[config.mk]
export PLATFORM = sky130hd
export DESIGN_NAME = i2s_slave_rx
export DESIGN_NICKNAME = d
export VERILOG_FILES = /design/src/rtl/i2s_rx_pkg.sv /design/src/rtl/i2s_rx_sync.sv /design/src/rtl/i2s_rx_deser.sv /design/src/rtl/i2s_rx_frame.sv /design/src/rtl/i2s_slave_rx.sv
export SDC_FILE = /design/constraint.sdc
export NUM_CORES = 1
export LEC_CHECK = 0
export ABC_AREA = 1
export BUFFER_PORTS_ARGS = -buffer_cell sky130_fd_sc_hd__buf_2
export CORE_UTILIZATION = 60
export CTS_CLUSTER_DIAMETER = 80
export CTS_CLUSTER_SIZE = 20
export DETAILED_ROUTE_END_ITERATION = 8
export GPL_ROUTABILITY_DRIVEN = 0
export MAX_ROUTING_LAYER = met4
export PLACE_DENSITY = 0.76
export SYNTH_ARGS = -nofsm -noshare
export SYNTH_HDL_FRONTEND = slang
export SYNTH_SLANG_ARGS = --single-unit
[constraint.sdc]
create_clock -name clk -period 3.35 [get_ports clk]
set_clock_uncertainty 0.15 [all_clocks]
set_input_delay 0.67 -clock clk [delete_from_list [all_inputs] [get_ports clk]]
set_output_delay 0.67 -clock clk [all_outputs]
set_load 0.01 [all_outputs]
[src/rtl/i2s_rx_pkg.sv]
package i2s_rx_pkg;

   typedef enum logic [1:0] {
      FR_I2S  = 2'd0,
      FR_RJ16 = 2'd1,
      FR_RJ18 = 2'd2,
      FR_RJ20 = 2'd3
   } frame_kind_e;

   localparam int RJ_VARIANTS = 3;

   // Right-justified sample width of variant g (g = 0..2)
   function automatic int rj_width(input int g);
      return 16 + 2 * g;
   endfunction

   // Code decode: reserved and test codes fall back to I2S framing
   function automatic frame_kind_e decode_fmt(input logic [2:0] code);
      case (code)
         3'b001:  return FR_RJ16;
         3'b010:  return FR_RJ18;
         3'b011:  return FR_RJ20;
         default: return FR_I2S;
      endcase
   endfunction

endpackage

[src/rtl/i2s_rx_sync.sv]
module i2s_rx_sync #(
   parameter int STAGES = 2,
   parameter int W      = 3
) (
   input  logic         clk,
   input  logic         rst,
   input  logic [W-1:0] d,
   output logic [W-1:0] q
);
   logic [W-1:0] stg [STAGES];

   always_ff @(posedge clk) begin
      if (rst) begin
         for (int i = 0; i < STAGES; i++) stg[i] <= '0;
      end else begin
         stg[0] <= d;
         for (int i = 1; i < STAGES; i++) stg[i] <= stg[i-1];
      end
   end

   assign q = stg[STAGES-1];
endmodule

[src/rtl/i2s_rx_deser.sv]
module i2s_rx_deser
   import i2s_rx_pkg::*;
#(
   parameter int OUT_W  = 24,
   parameter int RJ_MAX = 20
) (
   input  logic             clk,
   input  logic             rst,
   input  logic             restart,
   input  logic             bit_rise,
   input  logic             ws_bit,
   input  logic             sd_bit,
   input  frame_kind_e      kind,
   output logic             bit_stb,
   output logic             word_done,
   output logic             word_chan,
   output logic [OUT_W-1:0] word_data
);
   localparam int K_W   = $clog2(OUT_W + 1);
   localparam int IDX_W = $clog2(OUT_W);

   logic [RJ_MAX-1:0] sh;
   logic [OUT_W-1:0]  acc;
   logic [K_W-1:0]    k;
   logic [1:0]        prime;
   logic              ws_e1;
   logic              wsd_last;
   logic              wsd_now;
   logic              boundary;
   logic [IDX_W-1:0]  acc_idx;
   logic [OUT_W-1:0]  rj_word [RJ_VARIANTS];
   logic [OUT_W-1:0]  rj_sel;

   // One candidate word per right-justified width
   for (genvar g = 0; g < RJ_VARIANTS; g++) begin : g_rj
      localparam int N = rj_width(g);
      assign rj_word[g] = {{(OUT_W - N){sh[N-1]}}, sh[N-1:0]};
   end

   always_comb begin
      case (kind)
         FR_RJ16: rj_sel = rj_word[0];
         FR_RJ18: rj_sel = rj_word[1];
         FR_RJ20: rj_sel = rj_word[2];
         default: rj_sel = '0;
      endcase
   end

   // I2S sees the word select one bit late; right-justified sees it at once
   assign wsd_now  = (kind == FR_I2S) ? ws_e1 : ws_bit;
   assign boundary = (prime == 2'd2) && (wsd_now != wsd_last);
   assign acc_idx  = IDX_W'(OUT_W - 1 - int'(k));

   always_ff @(posedge clk) begin
      if (rst || restart) begin
         sh        <= '0;
         acc       <= '0;
         k         <= '0;
         prime     <= '0;
         ws_e1     <= 1'b0;
         wsd_last  <= 1'b0;
         bit_stb   <= 1'b0;
         word_done <= 1'b0;
         word_chan <= 1'b0;
         word_data <= '0;
      end else begin
         bit_stb   <= bit_rise;
         word_done <= 1'b0;
         if (bit_rise) begin
            ws_e1    <= ws_bit;
            wsd_last <= wsd_now;
            sh       <= {sh[RJ_MAX-2:0], sd_bit};
            if (prime != 2'd2) prime <= prime + 2'd1;
            if (boundary) begin
               word_done <= 1'b1;
               word_chan <= wsd_last;
               word_data <= (kind == FR_I2S) ? acc : rj_sel;
               acc       <= {sd_bit, {(OUT_W-1){1'b0}}};
               k         <= K_W'(1);
            end else if (k < K_W'(OUT_W)) begin
               acc[acc_idx] <= sd_bit;
               k            <= k + K_W'(1);
            end
         end
      end
   end
endmodule

[src/rtl/i2s_rx_frame.sv]
module i2s_rx_frame #(
   parameter int OUT_W   = 24,
   parameter int MIN_BCK = 16,
   parameter int MAX_BCK = 256
) (
   input  logic             clk,
   input  logic             rst,
   input  logic             restart,
   input  logic             bit_stb,
   input  logic             word_done,
   input  logic             word_chan,
   input  logic [OUT_W-1:0] word_data,
   output logic [OUT_W-1:0] left_data,
   output logic [OUT_W-1:0] right_data,
   output logic             left_valid,
   output logic             right_valid,
   output logic             frame_err
);
   localparam int CNT_W = $clog2(MAX_BCK + 2);
   localparam logic [CNT_W-1:0] CNT_SAT = CNT_W'(MAX_BCK + 1);
   localparam logic [CNT_W-1:0] CNT_LO  = CNT_W'(MIN_BCK);
   localparam logic [CNT_W-1:0] CNT_HI  = CNT_W'(MAX_BCK);

   logic [CNT_W-1:0] cnt;
   logic [OUT_W-1:0] left_hold;
   logic             armed;
   logic             left_seen;
   logic             frame_end;
   logic             len_ok;

   assign frame_end = bit_stb && word_done && word_chan;
   assign len_ok    = (cnt >= CNT_LO) && (cnt <= CNT_HI);

   always_ff @(posedge clk) begin
      if (rst) begin
         left_data  <= '0;
         right_data <= '0;
      end else if (frame_end && armed && left_seen && len_ok) begin
         left_data  <= left_hold;
         right_data <= word_data;
      end
   end

   always_ff @(posedge clk) begin
      if (rst || restart) begin
         cnt         <= '0;
         left_hold   <= '0;
         armed       <= 1'b0;
         left_seen   <= 1'b0;
         left_valid  <= 1'b0;
         right_valid <= 1'b0;
         frame_err   <= 1'b0;
      end else begin
         left_valid  <= 1'b0;
         right_valid <= 1'b0;
         frame_err   <= 1'b0;
         if (frame_end) begin
            cnt       <= CNT_W'(1);
            armed     <= 1'b1;
            left_seen <= 1'b0;
            if (armed && left_seen) begin
               left_valid  <= len_ok;
               right_valid <= len_ok;
               frame_err   <= !len_ok;
            end
         end else if (bit_stb) begin
            if (cnt != CNT_SAT) cnt <= cnt + CNT_W'(1);
            if (word_done && armed) begin
               left_hold <= word_data;
               left_seen <= 1'b1;
            end
         end
      end
   end
endmodule

[src/rtl/i2s_slave_rx.sv]
module i2s_slave_rx
   import i2s_rx_pkg::*;
#(
   parameter int N_SRC    = 2,
   parameter int SEL_W    = (N_SRC > 1) ? $clog2(N_SRC) : 1,
   parameter int OUT_W    = 24,
   parameter int RJ_MAX   = 20,
   parameter int MIN_BCK  = 16,
   parameter int MAX_BCK  = 256,
   parameter int SYNC_LEN = 2
) (
   input  logic             clk,
   input  logic             rst,
   input  logic [SEL_W-1:0] src_sel,
   input  logic [2:0]       fmt_code,
   input  logic [N_SRC-1:0] bck_in,
   input  logic [N_SRC-1:0] ws_in,
   input  logic [N_SRC-1:0] sd_in,
   output logic [OUT_W-1:0] left_data,
   output logic             left_valid,
   output logic [OUT_W-1:0] right_data,
   output logic             right_valid,
   output logic             frame_err
);
   // Elaboration-time parameter checks
   if (OUT_W < RJ_MAX)      begin : g_chk_out  $error("OUT_W must cover RJ_MAX"); end
   if (RJ_MAX < 20)         begin : g_chk_rj   $error("RJ_MAX must be at least 20"); end
   if (MIN_BCK < 4)         begin : g_chk_min  $error("MIN_BCK too small"); end
   if (MAX_BCK <= MIN_BCK)  begin : g_chk_max  $error("MAX_BCK must exceed MIN_BCK"); end
   if (SYNC_LEN < 2)        begin : g_chk_sync $error("SYNC_LEN must be at least 2"); end
   if (N_SRC < 1)           begin : g_chk_src  $error("N_SRC must be positive"); end

   localparam int CFG_W = SEL_W + 3;

   logic [2:0]       lane_s [N_SRC];
   logic [2:0]       pick;
   logic             bck_prev;
   logic             bit_rise;
   logic [CFG_W-1:0] cfg_now;
   logic [CFG_W-1:0] cfg_q;
   logic             restart;
   frame_kind_e      kind;
   logic             bit_stb;
   logic             word_done;
   logic             word_chan;
   logic [OUT_W-1:0] word_data;

   for (genvar g = 0; g < N_SRC; g++) begin : g_lane
      i2s_rx_sync #(.STAGES(SYNC_LEN), .W(3)) u_sync (
         .clk (clk),
         .rst (rst),
         .d   ({bck_in[g], ws_in[g], sd_in[g]}),
         .q   (lane_s[g])
      );
   end

   always_comb begin
      pick = '0;
      for (int i = 0; i < N_SRC; i++) begin
         if (int'(src_sel) == i) pick = lane_s[i];
      end
   end

   assign cfg_now  = {src_sel, fmt_code};
   assign restart  = (cfg_now != cfg_q);
   assign bit_rise = pick[2] && !bck_prev;
   assign kind     = decode_fmt(fmt_code);

   always_ff @(posedge clk) begin
      if (rst) begin
         bck_prev <= 1'b0;
         cfg_q    <= {{SEL_W{1'b0}}, 3'b100};
      end else begin
         bck_prev <= pick[2];
         cfg_q    <= cfg_now;
      end
   end

   i2s_rx_deser #(.OUT_W(OUT_W), .RJ_MAX(RJ_MAX)) u_deser (
      .clk       (clk),
      .rst       (rst),
      .restart   (restart),
      .bit_rise  (bit_rise),
      .ws_bit    (pick[1]),
      .sd_bit    (pick[0]),
      .kind      (kind),
      .bit_stb   (bit_stb),
      .word_done (word_done),
      .word_chan (word_chan),
      .word_data (word_data)
   );

   i2s_rx_frame #(.OUT_W(OUT_W), .MIN_BCK(MIN_BCK), .MAX_BCK(MAX_BCK)) u_frame (
      .clk         (clk),
      .rst         (rst),
      .restart     (restart),
      .bit_stb     (bit_stb),
      .word_done   (word_done),
      .word_chan   (word_chan),
      .word_data   (word_data),
      .left_data   (left_data),
      .right_data  (right_data),
      .left_valid  (left_valid),
      .right_valid (right_valid),
      .frame_err   (frame_err)
   );
endmodule

==> results by group <==
Final layout
  – Area grow syn2layout: 11.57%
  – Final Util: 69.64%
  – Ant diodes: 0
  – Final net count: about 1.0k
  – Fraction of layout cells with a size suffix above 1: 16.10%
  – Fin area: 8469 µm²

Route
  – Wirelength per Cell: about 13 µm
  – Final ANT Viol Nets: 0
  – First-pass iteration count of the detailed router: 5
  – Via Count: ~6.3k
  – Final wirelength: 15860 µm
  – DR vias/cell: around 5.3
  – DRC Markers: 0
  – Initial DRC Count: 654

Yosys
  – Cell Area, Synth: 7591 µm²
  – Proportion of netlist area held by the largest area contributor: around 48%
  – Synthesis-stage register bit count: roughly 180
  – Yosys top cell by area: dfxtp_1
  – Yosys warning total: 0
  – EDFF count, synth: 0
  – Mapped Nets: between 1k and 1.5k
  – Top FF cell, synth: dfxtp_1
  – Synth top area cells: dfxtp_1, nand2_1, a21oi_1, nand3_1, inv_1
  – Post-synthesis cell type count: 40
  – Synth Instances: 988
  – Register area share after synthesis: between 40% and 50%
  – Commonest cells in the netlist: nand2_1, dfxtp_1, a21oi_1
  – Post-Syn Area per Cell: 7.683 µm²
  – Top-count cell post-synth: nand2_1
  – Post-synth ARST share: 0%

Floorplan
  – Starting Density: ~62%
  – Die height: 114.5 µm
  – Area of the core: about 12000 µm²
  – Die W: approximately 110 µm
  – Num rows: 40
  – Io pins: 63
  – Die ar.: between 10000 and 15000 µm²

Run status
  – Outcome: completed

Flow run
  – Max-cap check violation count: 0

Power
  – Worst vdd ir: between 0.4 and 0.5 mV
  – Pwr per Cell Area: ~500 nW/µm²
  – P_leak: between 3 and 4 nW

Placement
  – Buffers on Ports: between 60 and 70
  – Placed inst area: 7889 µm²
  – Final HPWL DP: a little over 10000 µm

Clocking
  – TritonCTS Buffers: 17
  – Skew-Pair Late Insertion Delay: 0.43 ns
  – CTS tree: built
  – Clock root buffer: clkbuf_16
  – H-tree depth reported by CTS: 4
  – Post-CTS setup buffers: 0
  – CTS resizes: 0
  – Hold buffers post-CTS: 0
  – Clock Sinks: about 180
  – Clk slew on worst S/H paths: 0.07 ns
  – CTS Buffer Depth: 2

STA
  – Period utilization: 67.75%
  – Max Freq: about 440 MHz
  – Setup TNS: 0 ns
  – Hold Fails Final Rpt: 0
  – Worst slew pin tran: between 0.9 and 1 ns
  – Final min period: ~2.3 ns
  – Final Max Tran Viols: 0
  – RSZ-0062 raised after global routing: no
  – Worst hold margin: around 0.25 ns
  – Setup violations, final: 0
  – Relative slew slack: around 38%

Worst setup path
  – CP required: around 3.6 ns
  – CP Cell Sequence: buf_2 -> nand2_1 -> nand2_2 -> nand2_1 -> nand3_1 -> nand3_2 -> nor2_2 -> nor2_2 -> nand2_1 -> o21ai_1
  – Crit end category: flop
  – Worst Path Arrival: between 2 and 2.5 ns
  – Slowest CP cell: nor2_2
  – Startpoint types: input port
  – Setup CP Type: input port to flop
  – CP peak stage delay: between 0.7 and 0.8 ns
  – Most common cell on crit path: nand2_1
  – CP Max Fanout: 26

GRT
  – Gr usage total: roughly a quarter
  – Antenna violations before repair: 0
  – First-pass GRT wire length: between 20000 and 30000 µm
  – GR Overflow Total: 0
  – Largest net degree at the start of global routing: 74
  – Vias in the first global route: 5495

Hold path
  – Hold crit path type: flop to flop
## sequential cells by signal, summed over array words and instances, names as in the netlist, 9 cells and up
| name | cells |
|---|---|
| u_frame.cnt | 9 |
| u_deser.acc | 24 |
| u_frame.right_data | 24 |
| g_lane.u_sync.stg | 12 |
| u_frame.left_hold | 24 |
| u_deser.word_data | 24 |
| u_deser.sh | 20 |
| u_frame.left_data | 24 |
## final timing paths
path                                                  from                    endpoint  slack [ns]  depth (start not counted)
worst max-delay path                           fmt_code[0]       u_deser.word_data[21]        1.08                         10
worst min-delay path            g_lane[0].u_sync.stg[0][1]  g_lane[0].u_sync.stg[0][4]        0.25                          2
worst max register to register            u_deser.prime[0]       u_deser.word_data[21]        1.22                          7
worst min register to register  g_lane[0].u_sync.stg[0][1]  g_lane[0].u_sync.stg[0][4]        0.25                          2
## cell usage in the layout (no fill, tap or decap), types with 2 or more instances in the layout
| cell type | count |
|---|---|
| inv_1 | 71 |
| nor2_8 | 2 |
| inv_6 | 4 |
| a221oi_1 | 2 |
| buf_2 | 62 |
| mux2i_1 | 15 |
| clkbuf_8 | 5 |
| nor3_1 | 6 |
| nand2_2 | 23 |
| inv_2 | 7 |
| o21ai_1 | 10 |
| ha_1 | 8 |
| xor2_1 | 6 |
| nand4_1 | 2 |
| nand2_1 | 259 |
| nand2_4 | 2 |
| buf_4 | 10 |
| nand3_1 | 109 |
| dfxtp_1 | 182 |
| nor2_2 | 2 |
| a211oi_1 | 2 |
| a21oi_2 | 21 |
| o21ai_0 | 25 |
| or2_2 | 2 |
| clkbuf_16 | 17 |
| nor3b_1 | 2 |
| nor2_1 | 43 |
| a21oi_1 | 115 |
## cells by family after synthesis
group | count (synthesis) | synth area share [%]
simple gates | 457 | 26.45
flops | 182 | 48.00
compound gates | 180 | 13.19
buf+inv | 139 | 8.258
mux | 15 | 1.978
fa+ha+maj | 8 | 1.319
xor+xnor | 7 | 0.8077
## area by class of cell
type | count | area [µm²]
clock buffer | 22 | 494.2
multi-input combinational | 667 | 3333
clock inverter | 8 | 86.33
timing repair buffer | 73 | 405.4
sequential | 182 | 3643
inverter | 79 | 296.5
fill | 1047 | 3692
tap | 168 | 210.2
## through the flow
step | total power [mW] | worst slack [ns] | cells
2_1_floorplan | 2.311 | 1.307 | 988
3_3_place_gp | 2.336 | 0.6961 | 1169
3_5_place_dp | 2.337 | 0.6643 | 1169
4_1_cts | 4.259 | 1.093 | 1199
5_1_grt | 4.369 | 0.8462 | 1199
6_report | 4.234 | 1.080 | 1199
## power by group
part / leakage [nW] / switching [mW] / internal (mW)
registers: 1.47 / 0.00365 / 2.17
clock network: 0.286 / 0.822 / 1.12
logic: 1.60 / 0.0804 / 0.0304
## worst max-delay path: cells and delay by family
family,cells,cell delay [ns]
AO/OA/AOI/OAI,1,0.12
buffers and inverters,1,0.14
AND/OR/NAND/NOR,8,1.55
## per-layer routing
| layer | GRT usage, % | up-vias | routed length (µm) |
|---|---|---|---|
| li1 | - | 3260 | - |
| met1 | 34.99 | 2924 | 7762 |
| met2 | 40.36 | 140 | 7204 |
| met3 | 5.453 | 15 | 710 |
| met4 | 8.225 | 0 | 178 |
| met5 | - | - | 0 |
Power figures use the tool's default switching activity.
